`config.mk`:
```
export PLATFORM = sky130hd
export DESIGN_NAME = gpio_bank
export DESIGN_NICKNAME = d
export VERILOG_FILES = /design/src/rtl/gpio_bank_pkg.sv /design/src/rtl/gpio_sync2.sv /design/src/rtl/gpio_addr_decode.sv /design/src/rtl/gpio_pin_slice.sv /design/src/rtl/gpio_irq_merge.sv /design/src/rtl/gpio_bank.sv
export SDC_FILE = /design/constraint.sdc
export NUM_CORES = 1
export LEC_CHECK = 0
export ABC_AREA = 1
export CORE_ASPECT_RATIO = 0.8
export CORE_MARGIN = 2
export CORE_UTILIZATION = 56
export CTS_CLUSTER_DIAMETER = 120
export DETAILED_ROUTE_END_ITERATION = 8
export PLACE_DENSITY = 0.81
export REMOVE_ABC_BUFFERS = 1
export SYNTH_ARGS = -nofsm -noshare
export SYNTH_HDL_FRONTEND = slang
export SYNTH_SLANG_ARGS = --single-unit
```
`constraint.sdc`:
```
create_clock -name clk -period 3.2 [get_ports clk]
set_input_delay 0.32 -clock clk [delete_from_list [all_inputs] [get_ports clk]]
set_output_delay 0.32 -clock clk [all_outputs]
set_load 0.05 [all_outputs]
```
`src/rtl/gpio_bank_pkg.sv`:
```
package gpio_bank_pkg;

  localparam int REG_W    = 32;
  localparam int OFFSET_W = 12;  // 4 KB window per pin

  // Bit positions that software decodes
  localparam int CFG_OE_BIT  = 9;
  localparam int IO_IN_BIT   = 0;
  localparam int IO_OUT_BIT  = 1;
  localparam int FLAG_BIT    = 0;
  localparam int SETUP_W     = 8;

  typedef enum logic [1:0] {
    DET_LEVEL = 2'b00,
    DET_RISE  = 2'b01,
    DET_FALL  = 2'b10,
    DET_BOTH  = 2'b11
  } det_mode_e;

  // Register selected by offset bits [3:2]
  typedef enum logic [1:0] {
    REG_PADCTL = 2'b00,
    REG_PADDAT = 2'b01,
    REG_SETUP  = 2'b10,
    REG_FLAG   = 2'b11
  } reg_kind_e;

  // Event setup register, bits [7:0]
  typedef struct packed {
    logic [2:0] target;   // [7:5] stored only
    logic       latch_en; // [4]
    det_mode_e  mode;     // [3:2]
    logic       pol;      // [1]
    logic       irq_en;   // [0]
  } setup_t;

endpackage

```
`src/rtl/gpio_sync2.sv`:
```
module gpio_sync2 #(
  parameter int WIDTH = 8
) (
  input  logic             clk,
  input  logic             rst_n,
  input  logic [WIDTH-1:0] async_in,
  output logic [WIDTH-1:0] sync_out
);

  logic [WIDTH-1:0] stage1_q;
  logic [WIDTH-1:0] stage2_q;

  always_ff @(posedge clk or negedge rst_n) begin
    if (!rst_n) begin
      stage1_q <= '0;
      stage2_q <= '0;
    end else begin
      stage1_q <= async_in;
      stage2_q <= stage1_q;
    end
  end

  assign sync_out = stage2_q;

  AST_SYNC_RESET_LOW: assert property (@(posedge clk)
    $rose(rst_n) |-> sync_out == '0) else $error("sync not cleared");

endmodule

```
`src/rtl/gpio_addr_decode.sv`:
```
module gpio_addr_decode
  import gpio_bank_pkg::*;
#(
  parameter int NUM_PINS = 8,
  parameter int ADDR_W   = 16
) (
  input  logic [ADDR_W-1:0]   addr,
  output logic                hit,
  output reg_kind_e           kind,
  output logic [NUM_PINS-1:0] pin_sel
);

  localparam int PIN_IDX_W = ADDR_W - OFFSET_W;

  logic [PIN_IDX_W-1:0] pin_idx;
  logic [OFFSET_W-1:0]  ofs;
  logic                 ofs_ok;
  logic                 in_range;

  assign pin_idx  = addr[ADDR_W-1:OFFSET_W];
  assign ofs      = addr[OFFSET_W-1:0];
  // Only word offsets 0x0..0xC are mapped
  assign ofs_ok   = (ofs[OFFSET_W-1:4] == '0) && (ofs[1:0] == 2'b00);
  assign in_range = {1'b0, pin_idx} < (PIN_IDX_W+1)'(NUM_PINS);
  assign hit      = ofs_ok && in_range;
  assign kind     = reg_kind_e'(ofs[3:2]);

  for (genvar p = 0; p < NUM_PINS; p++) begin : g_sel
    assign pin_sel[p] = hit && (pin_idx == PIN_IDX_W'(p));
  end

  always_comb begin
    AST_SEL_ONEHOT: assert ($onehot0(pin_sel)) else $error("pin select overlap");
  end

endmodule

```
`src/rtl/gpio_pin_slice.sv`:
```
module gpio_pin_slice
  import gpio_bank_pkg::*;
(
  input  logic             clk,
  input  logic             rst_n,
  input  logic             wr_hit,    // write addressed to this pin
  input  reg_kind_e        kind,
  input  logic             wr_oe,     // write data bit 9
  input  logic             wr_out,    // write data bit 1
  input  logic [SETUP_W-1:0] wr_setup, // write data bits [7:0]
  input  logic             pin_s,     // synchronised pad input
  output logic [REG_W-1:0] rd_word,
  output logic             pad_out,
  output logic             pad_oe,
  output logic             irq_req
);

  logic   oe_q;
  logic   out_q;
  setup_t setup_q;
  logic   flag_q;
  logic   prev_q;
  logic   evt;
  logic   do_clr;
  logic   flag_d;

  // Event detection on the synchronised input
  always_comb begin
    unique case (setup_q.mode)
      DET_LEVEL: evt = (pin_s == setup_q.pol);
      DET_RISE:  evt = pin_s && !prev_q;
      DET_FALL:  evt = !pin_s && prev_q;
      default:   evt = pin_s ^ prev_q;
    endcase
  end

  // Clear on write-zero; a present event has priority
  assign do_clr = wr_hit && (kind == REG_FLAG) && !wr_setup[FLAG_BIT];
  assign flag_d = (flag_q && !do_clr) || (evt && setup_q.latch_en);

  always_ff @(posedge clk or negedge rst_n) begin
    if (!rst_n) begin
      oe_q    <= 1'b0;
      out_q   <= 1'b0;
      setup_q <= '0;
      flag_q  <= 1'b0;
      prev_q  <= 1'b0;
    end else begin
      prev_q <= pin_s;
      flag_q <= flag_d;
      if (wr_hit && kind == REG_PADCTL) oe_q    <= wr_oe;
      if (wr_hit && kind == REG_PADDAT) out_q   <= wr_out;
      if (wr_hit && kind == REG_SETUP)  setup_q <= setup_t'(wr_setup);
    end
  end

  always_comb begin
    rd_word = '0;
    unique case (kind)
      REG_PADCTL: rd_word[CFG_OE_BIT] = oe_q;
      REG_PADDAT: begin
        rd_word[IO_OUT_BIT] = out_q;
        rd_word[IO_IN_BIT]  = pin_s;
      end
      REG_SETUP:  rd_word[SETUP_W-1:0] = setup_q;
      default:    rd_word[FLAG_BIT] = flag_q;
    endcase
  end

  assign pad_out = out_q;
  assign pad_oe  = oe_q;
  assign irq_req = flag_q && setup_q.irq_en;

  AST_OE_TRACKS_WRITE: assert property (@(posedge clk) disable iff (!rst_n)
    (wr_hit && kind == REG_PADCTL) |=> (pad_oe == $past(wr_oe))) else $error("oe");
  AST_NO_LATCH_WHEN_OFF: assert property (@(posedge clk) disable iff (!rst_n)
    (!setup_q.latch_en && !flag_q) |=> !flag_q) else $error("latch off");
  AST_CLEAR_TAKES: assert property (@(posedge clk) disable iff (!rst_n)
    (do_clr && !(evt && setup_q.latch_en)) |=> !flag_q) else $error("clear");
  AST_LEVEL_HOLDS: assert property (@(posedge clk) disable iff (!rst_n)
    (setup_q.mode == DET_LEVEL && setup_q.latch_en && pin_s == setup_q.pol) |=> flag_q)
    else $error("level");
  AST_EITHER_EDGE: assert property (@(posedge clk) disable iff (!rst_n)
    (setup_q.mode == DET_BOTH && setup_q.latch_en && pin_s != prev_q) |=> flag_q)
    else $error("both");

endmodule

```
`src/rtl/gpio_irq_merge.sv`:
```
module gpio_irq_merge #(
  parameter int NUM_PINS = 8
) (
  input  logic                clk,
  input  logic                rst_n,
  input  logic [NUM_PINS-1:0] req,
  output logic                irq
);

  logic irq_q;

  always_ff @(posedge clk or negedge rst_n) begin
    if (!rst_n) irq_q <= 1'b0;
    else        irq_q <= |req;
  end

  assign irq = irq_q;

  AST_IRQ_QUIET: assert property (@(posedge clk) disable iff (!rst_n)
    (req == '0) |=> !irq) else $error("irq without request");
  AST_IRQ_RAISE: assert property (@(posedge clk) disable iff (!rst_n)
    (req != '0) |=> irq) else $error("irq missing");

endmodule

```
`src/rtl/gpio_bank.sv`:
```
module gpio_bank
  import gpio_bank_pkg::*;
#(
  parameter int NUM_PINS = 8,
  parameter int ADDR_W   = 16
) (
  input  logic                clk,
  input  logic                rst_n,
  input  logic                bus_sel,
  input  logic                bus_wr,
  input  logic [ADDR_W-1:0]   bus_addr,
  input  logic [REG_W-1:0]    bus_wdata,
  output logic [REG_W-1:0]    bus_rdata,
  output logic                bus_rvalid,
  input  logic [NUM_PINS-1:0] pad_in,
  output logic [NUM_PINS-1:0] pad_out,
  output logic [NUM_PINS-1:0] pad_oe,
  output logic                irq
);

  logic                hit;
  reg_kind_e           kind;
  logic [NUM_PINS-1:0] pin_sel;
  logic [NUM_PINS-1:0] pin_s;
  logic [NUM_PINS-1:0] irq_req;
  logic [REG_W-1:0]    rd_words [NUM_PINS];
  logic [REG_W-1:0]    rd_next;
  logic [REG_W-1:0]    rdata_q;
  logic                rvalid_q;
  logic                unused_wdata;

  assign unused_wdata = ^{bus_wdata[REG_W-1:CFG_OE_BIT+1], bus_wdata[CFG_OE_BIT-1:SETUP_W]};

  gpio_addr_decode #(.NUM_PINS(NUM_PINS), .ADDR_W(ADDR_W)) u_decode (
    .addr    (bus_addr),
    .hit     (hit),
    .kind    (kind),
    .pin_sel (pin_sel)
  );

  gpio_sync2 #(.WIDTH(NUM_PINS)) u_sync (
    .clk      (clk),
    .rst_n    (rst_n),
    .async_in (pad_in),
    .sync_out (pin_s)
  );

  for (genvar p = 0; p < NUM_PINS; p++) begin : g_pin
    gpio_pin_slice u_slice (
      .clk      (clk),
      .rst_n    (rst_n),
      .wr_hit   (bus_sel && bus_wr && pin_sel[p]),
      .kind     (kind),
      .wr_oe    (bus_wdata[CFG_OE_BIT]),
      .wr_out   (bus_wdata[IO_OUT_BIT]),
      .wr_setup (bus_wdata[SETUP_W-1:0]),
      .pin_s    (pin_s[p]),
      .rd_word  (rd_words[p]),
      .pad_out  (pad_out[p]),
      .pad_oe   (pad_oe[p]),
      .irq_req  (irq_req[p])
    );
  end

  gpio_irq_merge #(.NUM_PINS(NUM_PINS)) u_irq (
    .clk   (clk),
    .rst_n (rst_n),
    .req   (irq_req),
    .irq   (irq)
  );

  // Read mux: unselected pins contribute zero
  always_comb begin
    rd_next = '0;
    for (int p = 0; p < NUM_PINS; p++) begin
      if (pin_sel[p]) rd_next = rd_next | rd_words[p];
    end
  end

  always_ff @(posedge clk or negedge rst_n) begin
    if (!rst_n) begin
      rdata_q  <= '0;
      rvalid_q <= 1'b0;
    end else begin
      rvalid_q <= bus_sel && !bus_wr;
      if (bus_sel && !bus_wr) rdata_q <= rd_next;
    end
  end

  assign bus_rdata  = rdata_q;
  assign bus_rvalid = rvalid_q;

  AST_READ_VALID: assert property (@(posedge clk) disable iff (!rst_n)
    (bus_sel && !bus_wr) |=> bus_rvalid) else $error("rvalid missing");
  AST_IDLE_NO_VALID: assert property (@(posedge clk) disable iff (!rst_n)
    !(bus_sel && !bus_wr) |=> !bus_rvalid) else $error("spurious rvalid");
  AST_UNMAPPED_ZERO: assert property (@(posedge clk) disable iff (!rst_n)
    (bus_sel && !bus_wr && !hit) |=> (bus_rdata == '0)) else $error("unmapped read");

endmodule

```
==> results_dict.tcl <==
set metrics [dict create \
    initial_core_util_pct 57.6 \
    io_buffers 63 \
    core-area_um2 11600 \
    status "finished clean" \
    hold_path_class "input pin to flip-flop" \
    nets 946 \
    worstMarginPinSlew_ns 0.631 \
    drive_gt1_share_pct 11.6 \
    synth_seq_area_share_pct 46.2 \
    seq_power_share_pct 41.3 \
    die_y_um 102 \
    io_pins 110 \
    place_ws_ns 0.802 \
    drt_first_pass_iters 6 \
    grt_pass1_vias 5171 \
    ys_types 26 \
    drt.antenna.violating_nets 0 \
    clock_path_buffers 2 \
    gp_congestion 0.868 \
    p_int_uw 2950 \
    vias_per_cell 5.39 \
    path_max_fanout 36 \
    finClkSkew_ns 0.00558 \
    ys_async_sr_fraction_pct 100 \
    n_fill_cell 934 \
    layout_worst_path_cycle_share_pct 64.9 \
    diodes 0 \
    synth_top_area_share_pct 46.2 \
    netlist_instances 815 \
    start_kind "input pin" \
    syn_to_final_growth_pct 17.0 \
    layout_setup_ws_ns 1.12 \
    finalCriticalPeriod_ns 2.08 \
    ys_warn_count 0 \
    clk_pin_slew_ns 0.05 \
    power.switching_uw 888 \
    reg2reg_slack_ns 1.99 \
    finalNonFillerCells 1025 \
    htreeDepth 4 \
    netlist_top_cells_count "nand2_1 (246), dfrtp_1 (123), nand3_1 (78)" \
    dr.first_iter.drc_count 472 \
    synth.area.top_cells "dfrtp_1 (46%), nand2_1 (14%), nand3_1 (5.9%), buf_4 (5.2%), inv_1 (4.1%)" \
    hold_viol 0 \
    tns_ns 0 \
    slew_violations 0 \
    swShare_pct 23.1 \
    die_x_um 126 \
    antenna_found_initial 0 \
    clock_sinks 123 \
    ff_latch_area_um2 3080 \
    peakVddDrop_uv 367 \
    synth_edf_count 0 \
    num_rows 35 \
    multi_input_area_um2 2890 \
    detail_route.wl_per_cell_um 15.2 \
    cp-end-kind "flip-flop" \
    p_per_area_nw_per_um2 493 \
    grt_max_degree 52 \
    cts_buffers 17 \
    timing.fmax_mhz 482 \
    maxCapViolations 0 \
    cts_root_buf "clkbuf_16" \
    arrival_ns 2.43 \
    grt_pass1_wl_um 25800 \
    synth.most_common_cell "nand2_1" \
    drc_errors 0 \
    clkPwrFrac_pct 51.2 \
    vias 5523 \
    crit_type "input pin to flip-flop" \
    drt-total-wl_um 15500 \
    p_leak_uw 0.00383 \
    wl_met3_um 1280 \
    synth_top_cell_by_area "dfrtp_1" \
    m1WireLength_um 6840 \
    grt.total_usage_pct 26.0 \
    syn_avg_cell_area_um2 8.17 \
    overflow 0 \
    synth-seq-cells 123 \
    hpwl_um 10500 \
    dieArea_um2 12800 \
    finalSetupViolCount 0 \
    cts_tree "built" \
    postCtsSetupBuffers 0 \
    cts_resized 0 \
    pwr-share-comb_pct 7.5 \
    synth.cell_area_um2 6660 \
    wl_met2_um 7110 \
    placedCellCount 993 \
    routed.top_layer "met4" \
    worstPathRequired_ns 3.55 \
    holdWs_ns 0.338 \
    clk_latency_ns 0.42 \
    rsz0062_at_grt "no" \
    slew_headroom_pct 57.9 \
    synth_ff_type "dfrtp_1" \
    fin_util_pct 67.4 \
]
critical path, cell delays in order:
cell	delay, ns
clkdlybuf4s50_1	0.40
nor2_1	0.14
nand3_1	0.14
nor2_4	0.46
buf_4	0.44
nand3_1	0.14
nand2_1	0.12
nor2_1	0.05
nand2_1	0.06
nand2_1	0.07
nand2_1	0.09
sequential cells by signal, indices dropped and copies added (netlist names):
signal,flops
u_irq.irq,1
u_sync.sync_out,8
g_pin.u_slice.pad_oe,8
g_pin.u_slice.flag_q,8
g_pin.u_slice.setup_q,64
bus_rdata,9
bus_rvalid,1
g_pin.u_slice.pad_out,8
g_pin.u_slice.prev_q,8
u_sync.stage1_q,8
path summary, 6_finish.rpt:
kind                                        startpoint                  endpoint  depth (start not counted)
max                                        bus_addr[7]              bus_rdata[2]                         11
min                                          pad_in[1]        u_sync.stage1_q[1]                          1
max reg2reg                g_pin[3].u_slice.setup_q[1]              bus_rdata[1]                          8
min reg2reg                         u_sync.stage1_q[0]        u_sync.sync_out[0]                          0
max in group asynchronous                        rst_n   g_pin[3].u_slice.pad_oe                          3
min in group asynchronous                        rst_n  g_pin[7].u_slice.pad_out                          2
stage by stage:
stage	power, µW	area [µm²]
after CTS	3850	7790
after global placement	1890	7170
final	3840	7790
after global routing	3960	7790
after floorplan	1770	6280
after detailed placement	1900	7170
layout make-up:
type | instances | share of cell area [%]
clock buffer | 24 | 6.31
tap | 148 | 2.38
sequential | 123 | 39.5
timing repair buffer | 71 | 9.19
multi-input combinational | 567 | 37.1
clock inverter | 7 | 1.45
inverter | 85 | 4.10
cell usage in the layout (no fill, tap or decap), types with 17 or more instances in the layout:
cell type | netlist | routed
ha_1 | 21 | 21
nand2_1 | 246 | 246
clkbuf_16 | 0 | 17
o21ai_2 | 19 | 19
o21ai_1 | 48 | 48
conb_1 | 1 | 23
clkdlybuf4s50_1 | 0 | 62
nand3_1 | 78 | 78
dfrtp_1 | 123 | 123
a21oi_1 | 19 | 19
nor2_1 | 29 | 29
o21ai_0 | 38 | 38
inv_1 | 72 | 72
metal layers:
layer	vias to the layer above	track usage, %
met1	2597	35.0
li1	2657	-
met3	28	6.44
met5	-	0
met4	0	11.0
met2	241	41.0
cell families after synthesis:
kind of cell,Yosys count,share of synthesized area [%]
other cells,1,0.0563
simple gates,388,26.4
fa+ha+maj,21,3.95
compound gates,135,11.7
buf+inv,147,11.7
flops,123,46.2
power by group through the flow:
stage	sequential, µW	clock (µW)	combinational (µW)
after global routing	1590	2060	314
after floorplan	1620	0	150
final	1590	1960	287
after detailed placement	1610	0	284
after CTS	1590	1980	288
after global placement	1610	0	280
what timing repair did:
action | 4_1_cts | 5_1_grt
endpoints found under the hold margin | 47 | 0
hold buffers | 1 | 0
endpoints found under the setup margin | 0 | 0
(Power assumes the default switching activity.)
